==> config.mk <==
export PLATFORM = sky130hd
export DESIGN_NAME = cic3_pcm_decimator
export DESIGN_NICKNAME = d
export VERILOG_FILES = /design/src/rtl/cic3_pcm_pkg.sv /design/src/rtl/cic3_ctrl.sv /design/src/rtl/cic3_formatter.sv /design/src/rtl/cic3_datapath.sv /design/src/rtl/cic3_pcm_decimator.sv
export SDC_FILE = /design/constraint.sdc
export NUM_CORES = 1
export LEC_CHECK = 0
export BUFFER_PORTS_ARGS = -buffer_cell sky130_fd_sc_hd__buf_2
export CORE_MARGIN = 4
export CORE_UTILIZATION = 30
export CTS_CLUSTER_SIZE = 24
export DETAILED_ROUTE_END_ITERATION = 8
export PLACE_DENSITY = 0.57
export SYNTH_ARGS = -nofsm -noshare
export SYNTH_HDL_FRONTEND = slang
export SYNTH_SLANG_ARGS = --single-unit
==> constraint.sdc <==
create_clock -name clk -period 9.33 [get_ports clk]
set_input_delay 0.4665 -clock clk [delete_from_list [all_inputs] [get_ports clk]]
set_output_delay 0.4665 -clock clk [all_outputs]
set_load 0.01 [all_outputs]
==> src/rtl/cic3_pcm_pkg.sv <==
package cic3_pcm_pkg;
  // Ratio range as powers of two
  localparam int MIN_LOG2   = 5;
  localparam int MAX_LOG2   = 8;
  localparam int NUM_RATIOS = MAX_LOG2 - MIN_LOG2 + 1;
  localparam int SEL_BITS   = $clog2(NUM_RATIOS);
  // Filter order and word sizes
  localparam int ORDER      = 3;
  localparam int RES_BITS   = 15;
  localparam int OUT_BITS   = RES_BITS + 1;
  // Two bits beyond growth so +N^3 and -N^3 stay distinct
  localparam int ACC_BITS   = ORDER * MAX_LOG2 + 2;
  localparam int CNT_BITS   = MAX_LOG2;
  localparam int FLUSH_BITS = $clog2(ORDER + 1);

  typedef struct packed {
    logic                accept;  // integrators advance
    logic                tick;    // combs advance (every N-th accepted bit)
    logic                emit;    // tick past the flush window
    logic [SEL_BITS-1:0] ratio;   // selected ratio index
  } dec_ctrl_t;
endpackage

==> src/rtl/cic3_ctrl.sv <==
module cic3_ctrl
  import cic3_pcm_pkg::*;
(
  input  logic                clk,
  input  logic                rstN,
  input  logic                inValid,
  input  logic [SEL_BITS-1:0] osrSel,
  output dec_ctrl_t           ctrl
);
  logic [CNT_BITS-1:0]   sampleCnt;
  logic [CNT_BITS-1:0]   lastIdx;
  logic [FLUSH_BITS-1:0] flushCnt;
  logic                  tickNow;
  logic                  flushDone;

  localparam logic [FLUSH_BITS-1:0] FLUSH_TICKS = FLUSH_BITS'(ORDER);

  assign lastIdx   = CNT_BITS'((32'd1 << (MIN_LOG2 + int'(osrSel))) - 32'd1);
  assign tickNow   = inValid && (sampleCnt == lastIdx);
  assign flushDone = (flushCnt == FLUSH_TICKS);

  assign ctrl.accept = inValid;
  assign ctrl.tick   = tickNow;
  assign ctrl.emit   = tickNow && flushDone;
  assign ctrl.ratio  = osrSel;

  always_ff @(posedge clk) begin
    if (!rstN) begin
      sampleCnt <= '0;
      flushCnt  <= '0;
    end else if (inValid) begin
      sampleCnt <= tickNow ? '0 : sampleCnt + 1'b1;
      if (tickNow && !flushDone) flushCnt <= flushCnt + 1'b1;
    end
  end

  // the phase counter never passes the selected ratio
  p_count_range_r4: assert property (@(posedge clk) disable iff (!rstN)
    sampleCnt <= lastIdx);
  // idle cycles leave the phase untouched
  p_gap_hold_r2: assert property (@(posedge clk) disable iff (!rstN)
    !inValid |=> $stable(sampleCnt) && $stable(flushCnt));
  // once flushed, stays flushed until reset
  p_flush_sticky_r3: assert property (@(posedge clk) disable iff (!rstN)
    flushDone |=> flushDone);
endmodule

==> src/rtl/cic3_formatter.sv <==
module cic3_formatter
  import cic3_pcm_pkg::*;
(
  input  logic signed [ACC_BITS-1:0] filtOut,
  input  logic [SEL_BITS-1:0]        ratio,
  input  logic                       mixedMode,
  output logic [OUT_BITS-1:0]        pcmWord
);
  logic [RES_BITS-1:0] resCand [NUM_RATIOS];
  logic                fsCand  [NUM_RATIOS];
  logic [RES_BITS-1:0] resSel;
  logic                fsSel;

  localparam logic [OUT_BITS-1:0] MAX_DATA  = {1'b0, {RES_BITS{1'b1}}};
  localparam logic [OUT_BITS-1:0] MAX_MIXED = {2'b00, {(RES_BITS-1){1'b1}}};

  for (genvar g = 0; g < NUM_RATIOS; g++) begin : g_ratio
    localparam int L  = MIN_LOG2 + g;
    localparam int SH = ORDER * L - (RES_BITS - 1);
    localparam logic [ACC_BITS-1:0] FS = {{(ACC_BITS-1){1'b0}}, 1'b1} << (ORDER * L);
    logic signed [ACC_BITS-1:0] shifted;
    assign shifted    = filtOut >>> SH;
    assign resCand[g] = shifted[RES_BITS-1:0];
    assign fsCand[g]  = (filtOut == FS);
  end

  assign resSel = resCand[ratio];
  assign fsSel  = fsCand[ratio];

  always_comb begin
    if (mixedMode) pcmWord = fsSel ? MAX_MIXED : {1'b0, resSel};
    else           pcmWord = fsSel ? MAX_DATA  : {resSel, 1'b0};
  end
endmodule

==> src/rtl/cic3_datapath.sv <==
module cic3_datapath
  import cic3_pcm_pkg::*;
(
  input  logic                clk,
  input  logic                rstN,
  input  logic                inBit,
  input  logic                mixedMode,
  input  dec_ctrl_t           ctrl,
  output logic                outValid,
  output logic [OUT_BITS-1:0] outWord
);
  logic signed [ACC_BITS-1:0] xSample;
  logic signed [ACC_BITS-1:0] intg    [ORDER];
  logic signed [ACC_BITS-1:0] intgNext[ORDER];
  logic signed [ACC_BITS-1:0] combDly [ORDER];
  logic signed [ACC_BITS-1:0] combVal [ORDER+1];
  logic [OUT_BITS-1:0]        pcmWord;

  // bit 1 -> +1, bit 0 -> -1
  assign xSample = inBit ? ACC_BITS'(1) : {ACC_BITS{1'b1}};

  for (genvar s = 0; s < ORDER; s++) begin : g_intg
    if (s == 0) begin : g_first
      assign intgNext[s] = intg[s] + xSample;
    end else begin : g_rest
      assign intgNext[s] = intg[s] + intgNext[s-1];
    end
    always_ff @(posedge clk) begin
      if (!rstN)           intg[s] <= '0;
      else if (ctrl.accept) intg[s] <= intgNext[s];
    end
  end

  assign combVal[0] = intgNext[ORDER-1];

  for (genvar s = 0; s < ORDER; s++) begin : g_comb
    assign combVal[s+1] = combVal[s] - combDly[s];
    always_ff @(posedge clk) begin
      if (!rstN)         combDly[s] <= '0;
      else if (ctrl.tick) combDly[s] <= combVal[s];
    end
  end

  cic3_formatter u_fmt (
    .filtOut   (combVal[ORDER]),
    .ratio     (ctrl.ratio),
    .mixedMode (mixedMode),
    .pcmWord   (pcmWord)
  );

  always_ff @(posedge clk) begin
    if (!rstN) begin
      outValid <= 1'b0;
      outWord  <= '0;
    end else begin
      outValid <= ctrl.emit;
      if (ctrl.emit) outWord <= pcmWord;
    end
  end

  // strobe lasts one cycle
  p_single_pulse_r3: assert property (@(posedge clk) disable iff (!rstN)
    outValid |=> !outValid);
  // strobe only follows an emitting decimation instant
  p_valid_from_emit_r3: assert property (@(posedge clk) disable iff (!rstN)
    outValid |-> $past(ctrl.emit));
  // data packing has an odd LSB only for the clamp code
  p_data_lsb_r7: assert property (@(posedge clk) disable iff (!rstN)
    (outValid && !$past(mixedMode)) |-> (!outWord[0] || outWord == {1'b0, {RES_BITS{1'b1}}}));
  // mixed packing always flags data
  p_mixed_flag_r9: assert property (@(posedge clk) disable iff (!rstN)
    (outValid && $past(mixedMode)) |-> !outWord[OUT_BITS-1]);
endmodule

==> src/rtl/cic3_pcm_decimator.sv <==
module cic3_pcm_decimator
  import cic3_pcm_pkg::*;
(
  input  logic                clk,
  input  logic                rstN,
  input  logic                inValid,
  input  logic                inBit,
  input  logic [SEL_BITS-1:0] osrSel,
  input  logic                mixedMode,
  output logic                outValid,
  output logic [OUT_BITS-1:0] outWord
);
  dec_ctrl_t ctrl;

  cic3_ctrl u_ctrl (
    .clk     (clk),
    .rstN    (rstN),
    .inValid (inValid),
    .osrSel  (osrSel),
    .ctrl    (ctrl)
  );

  cic3_datapath u_dp (
    .clk       (clk),
    .rstN      (rstN),
    .inBit     (inBit),
    .mixedMode (mixedMode),
    .ctrl      (ctrl),
    .outValid  (outValid),
    .outWord   (outWord)
  );
endmodule

==> parameters.txt <==
Parameter                              Value

Die
  Chip width    230 um
  Initial core utilization    0.306
  Core region area    48100 um^2
  Overall die height    230 um
  Total Die Area    52800 um^2
  Number of placement rows    80
  Top Ports    24

Layout
  Filler cells    4734
  Final nets    2065
  N_diodes    0
  Multi-input gate area    9670 um^2
  Most common library cell in the layout ignoring fill and taps    buf_4
  Commonest cells after routing, fill and taps aside    buf_4 (287), inv_1 (160), edfxtp_1 (156), nor2_1 (137), ha_1 (133)
  Final cell count without fillers    2569
  Register cell area after layout    5230 um^2
  Area growth syn-to-layout    30.4%
  Share of layout cells above drive strength 1    0.268

Timing
  Tightest Pin Transition    1.10 ns
  Maximum clock frequency    0.110 GHz
  Worst slew margin    0.269
  Final Max Slew Viols    0
  Setup-violating endpoint count in the final report    0
  Final critical delay including setup and external delays    9.10 ns
  Share of the cycle needed by the critical path after routing    0.975
  Post-Route Skew    0.0119 ns
  Hold violation total from the final report    0
  Unrepaired setup endpoints after global routing    yes

Setup path
  Critical Path Max Stage Delay    0.48 ns
  Element type at the critical path start    flip-flop
  Worst Setup End Kind    flip-flop
  Cell with the largest stage delay on the worst path    edfxtp_1
  Most Frequent Cell on Critical Path    buf_4
  CP Max Fanout    5
  Start-to-end type of the worst setup path    flip-flop to flip-flop
  Arrival time at the worst endpoint    9.50 ns
  Endpoint required time on the critical path    9.73 ns

Detailed routing
  Remaining antenna violation count after routing    0
  Via-per-instance ratio    4.82
  Routed via count    12400
  First-iteration detailed-routing DRC count    644
  WL final    35000 um
  Wire per inst    13.6 um
  Detailed Routing Iterations Pass 1    5
  DRC    0

CTS
  TritonCTS buffer count    17
  Clock root buffer    clkbuf_16
  Clk slew on worst S/H paths    0.07 ns
  Buffer depth of the longest clock path    2
  Clock network latency to the later pin of the worst-skew pair    0.46 ns
  TritonCTS clock tree    built
  Total number of H-tree levels    4
  CTS sink count    183

Place
  GPL Wtd Cong    0.777
  Placed wire-length estimate    24600 um
  Total placed cells including tap cells    2508
  Port bufs    23

Status
  Run status    finished clean

Global routing
  Vias in the first global route    11700
  Number of antenna violations at the first check in global routing    0
  All-layer global routing usage    0.125
  Largest net degree at the start of global routing    79
  Leftover overflow at the end of global routing    0
  Global-route wire length before repair    56000 um

Synthesis
  Cells after synthesis    1606
  Mapped Area    14700 um^2
  Main flop type after synthesis    edfxtp_1
  Net Count, Synth    1771
  Number of enable-type register cells in the synthesized netlist    156
  Number of distinct library cells after synthesis    75
  Post-Synthesis Mean Instance Area    9.18 um^2
  Count of state elements after synthesis    183
  Sequential share of the synthesized area    0.354
  Share of flip-flops with an asynchronous set or reset    0
  Synth warn    0

Min path
  Worst min-delay path category    primary input to flip-flop

Job
  Max-cap violations    0
-- per-stage QoR --
stage / cell area [um^2] / utilization / TNS, ns / hold slack (ns) / worst slack, ns
floorplan: 14800 / - / 0 / 0.472 / 0.0145
global placement: 17500 / 0.364 / -5.50 / 0.468 / -0.379
detailed placement: 17500 / 0.364 / -7.89 / 0.477 / -0.545
CTS: 18200 / 0.377 / 0 / 0.408 / 0.0138
global route: 19200 / 0.399 / -5.09 / 0.463 / -0.358
finish: 19200 / 0.399 / 0 / 0.439 / 0.230
-- per-layer routing --
layer	track usage	up-vias	routed length (um)
li1	-	6312	-
met2	0.211	105	16900
met5	0	-	0
met4	0.0378	0	493
met3	0.0161	26	653
met1	0.170	5929	17000
-- cells in the mapped netlist, drive strengths merged (4+ instances only) --
library cell,n,area share
a31oi,24,0.011
xnor2,96,0.058
nor2b,31,0.013
a211o,5,0.0030
dfxtp,27,0.037
o2111ai,5,0.0030
clkbuf,35,0.0092
nand4,12,0.0051
or2,5,0.0021
o31ai,7,0.0036
nor2,143,0.036
nand2,67,0.017
inv,164,0.042
nand3,23,0.0088
xor2,44,0.026
and4,4,0.0025
a21oi,127,0.043
or3,4,0.0017
o211ai,8,0.0041
and2,53,0.023
o21a,18,0.0097
buf,5,0.0024
a221o,5,0.0034
mux2i,17,0.012
o211a,7,0.0048
a21boi,7,0.0036
o21ai,90,0.031
a211oi,14,0.0071
ha,152,0.13
mux2,5,0.0038
fa,6,0.0081
and3,61,0.026
edfxtp,156,0.32
a21o,63,0.032
nand2b,31,0.013
nor3,15,0.0051
nor4b,5,0.0030
o21bai,23,0.012
-- sequential cells by signal, indices dropped and copies added (netlist names) --
signal,count
u_ctrl.sampleCnt,8
u_dp.outValid,1
u_dp.combDly,78
u_ctrl.flushCnt,2
u_dp.intg,78
u_dp.outWord,16
-- logic make-up (layout without fill, tap and decap cells) --
logic type | after synthesis | in the layout | synth area share
AND/OR/NAND/NOR | 462 | 463 | 0.162
flip-flops | 183 | 183 | 0.354
buffers and inverters | 206 | 512 | 0.0541
XOR/XNOR | 141 | 141 | 0.0853
adder cells (fa/ha/maj) | 158 | 158 | 0.137
multiplexers | 25 | 25 | 0.0199
AO/OA/AOI/OAI | 431 | 431 | 0.187
-- final cells by class --
class | instances | area share
clock buffers | 18 | 0.0223
clock inverters | 14 | 0.00651
inverters | 165 | 0.0325
multi-input cells | 1218 | 0.503
flip-flops and latches | 183 | 0.272
well taps | 656 | 0.0427
repair buffers | 315 | 0.121
-- critical path: cells and delay by family, from the launching register on --
kind | cells | cell delay [ns]
AOI/OAI and AO/OA | 20 | 3.16
xor gates and xnor gates | 5 | 0.85
adders and majority gates | 6 | 1.80
buffers and inverters | 7 | 0.88
DFF | 1 | 0.48
and+or+nand+nor | 13 | 1.89
-- repair_timing --
action                                  4_1_cts  5_1_grt
setup buffers                                 3       25
hold buffers                                  0        0
pin swaps                                    10      127
resized for setup                            18      169
cloned                                        1        0
endpoints found under the setup margin       16       17
-- path summary, 6_finish.rpt --
check / startpoint / endpoint / slack (ns) / cells after the start
setup / recovery: u_dp.intg[0][1] / u_dp.outWord[1] / 0.23 / 51
hold / removal: mixedMode / u_dp.outWord[0] / 0.44 / 3
setup reg to reg: u_dp.intg[0][1] / u_dp.outWord[1] / 0.23 / 51
hold reg to reg: u_dp.outWord[15] / u_dp.outWord[15] / 0.47 / 2
Power is left out: the tool's default activity adds up to more than one toggle a clock period on the data nets, which glitch-free logic cannot reach.
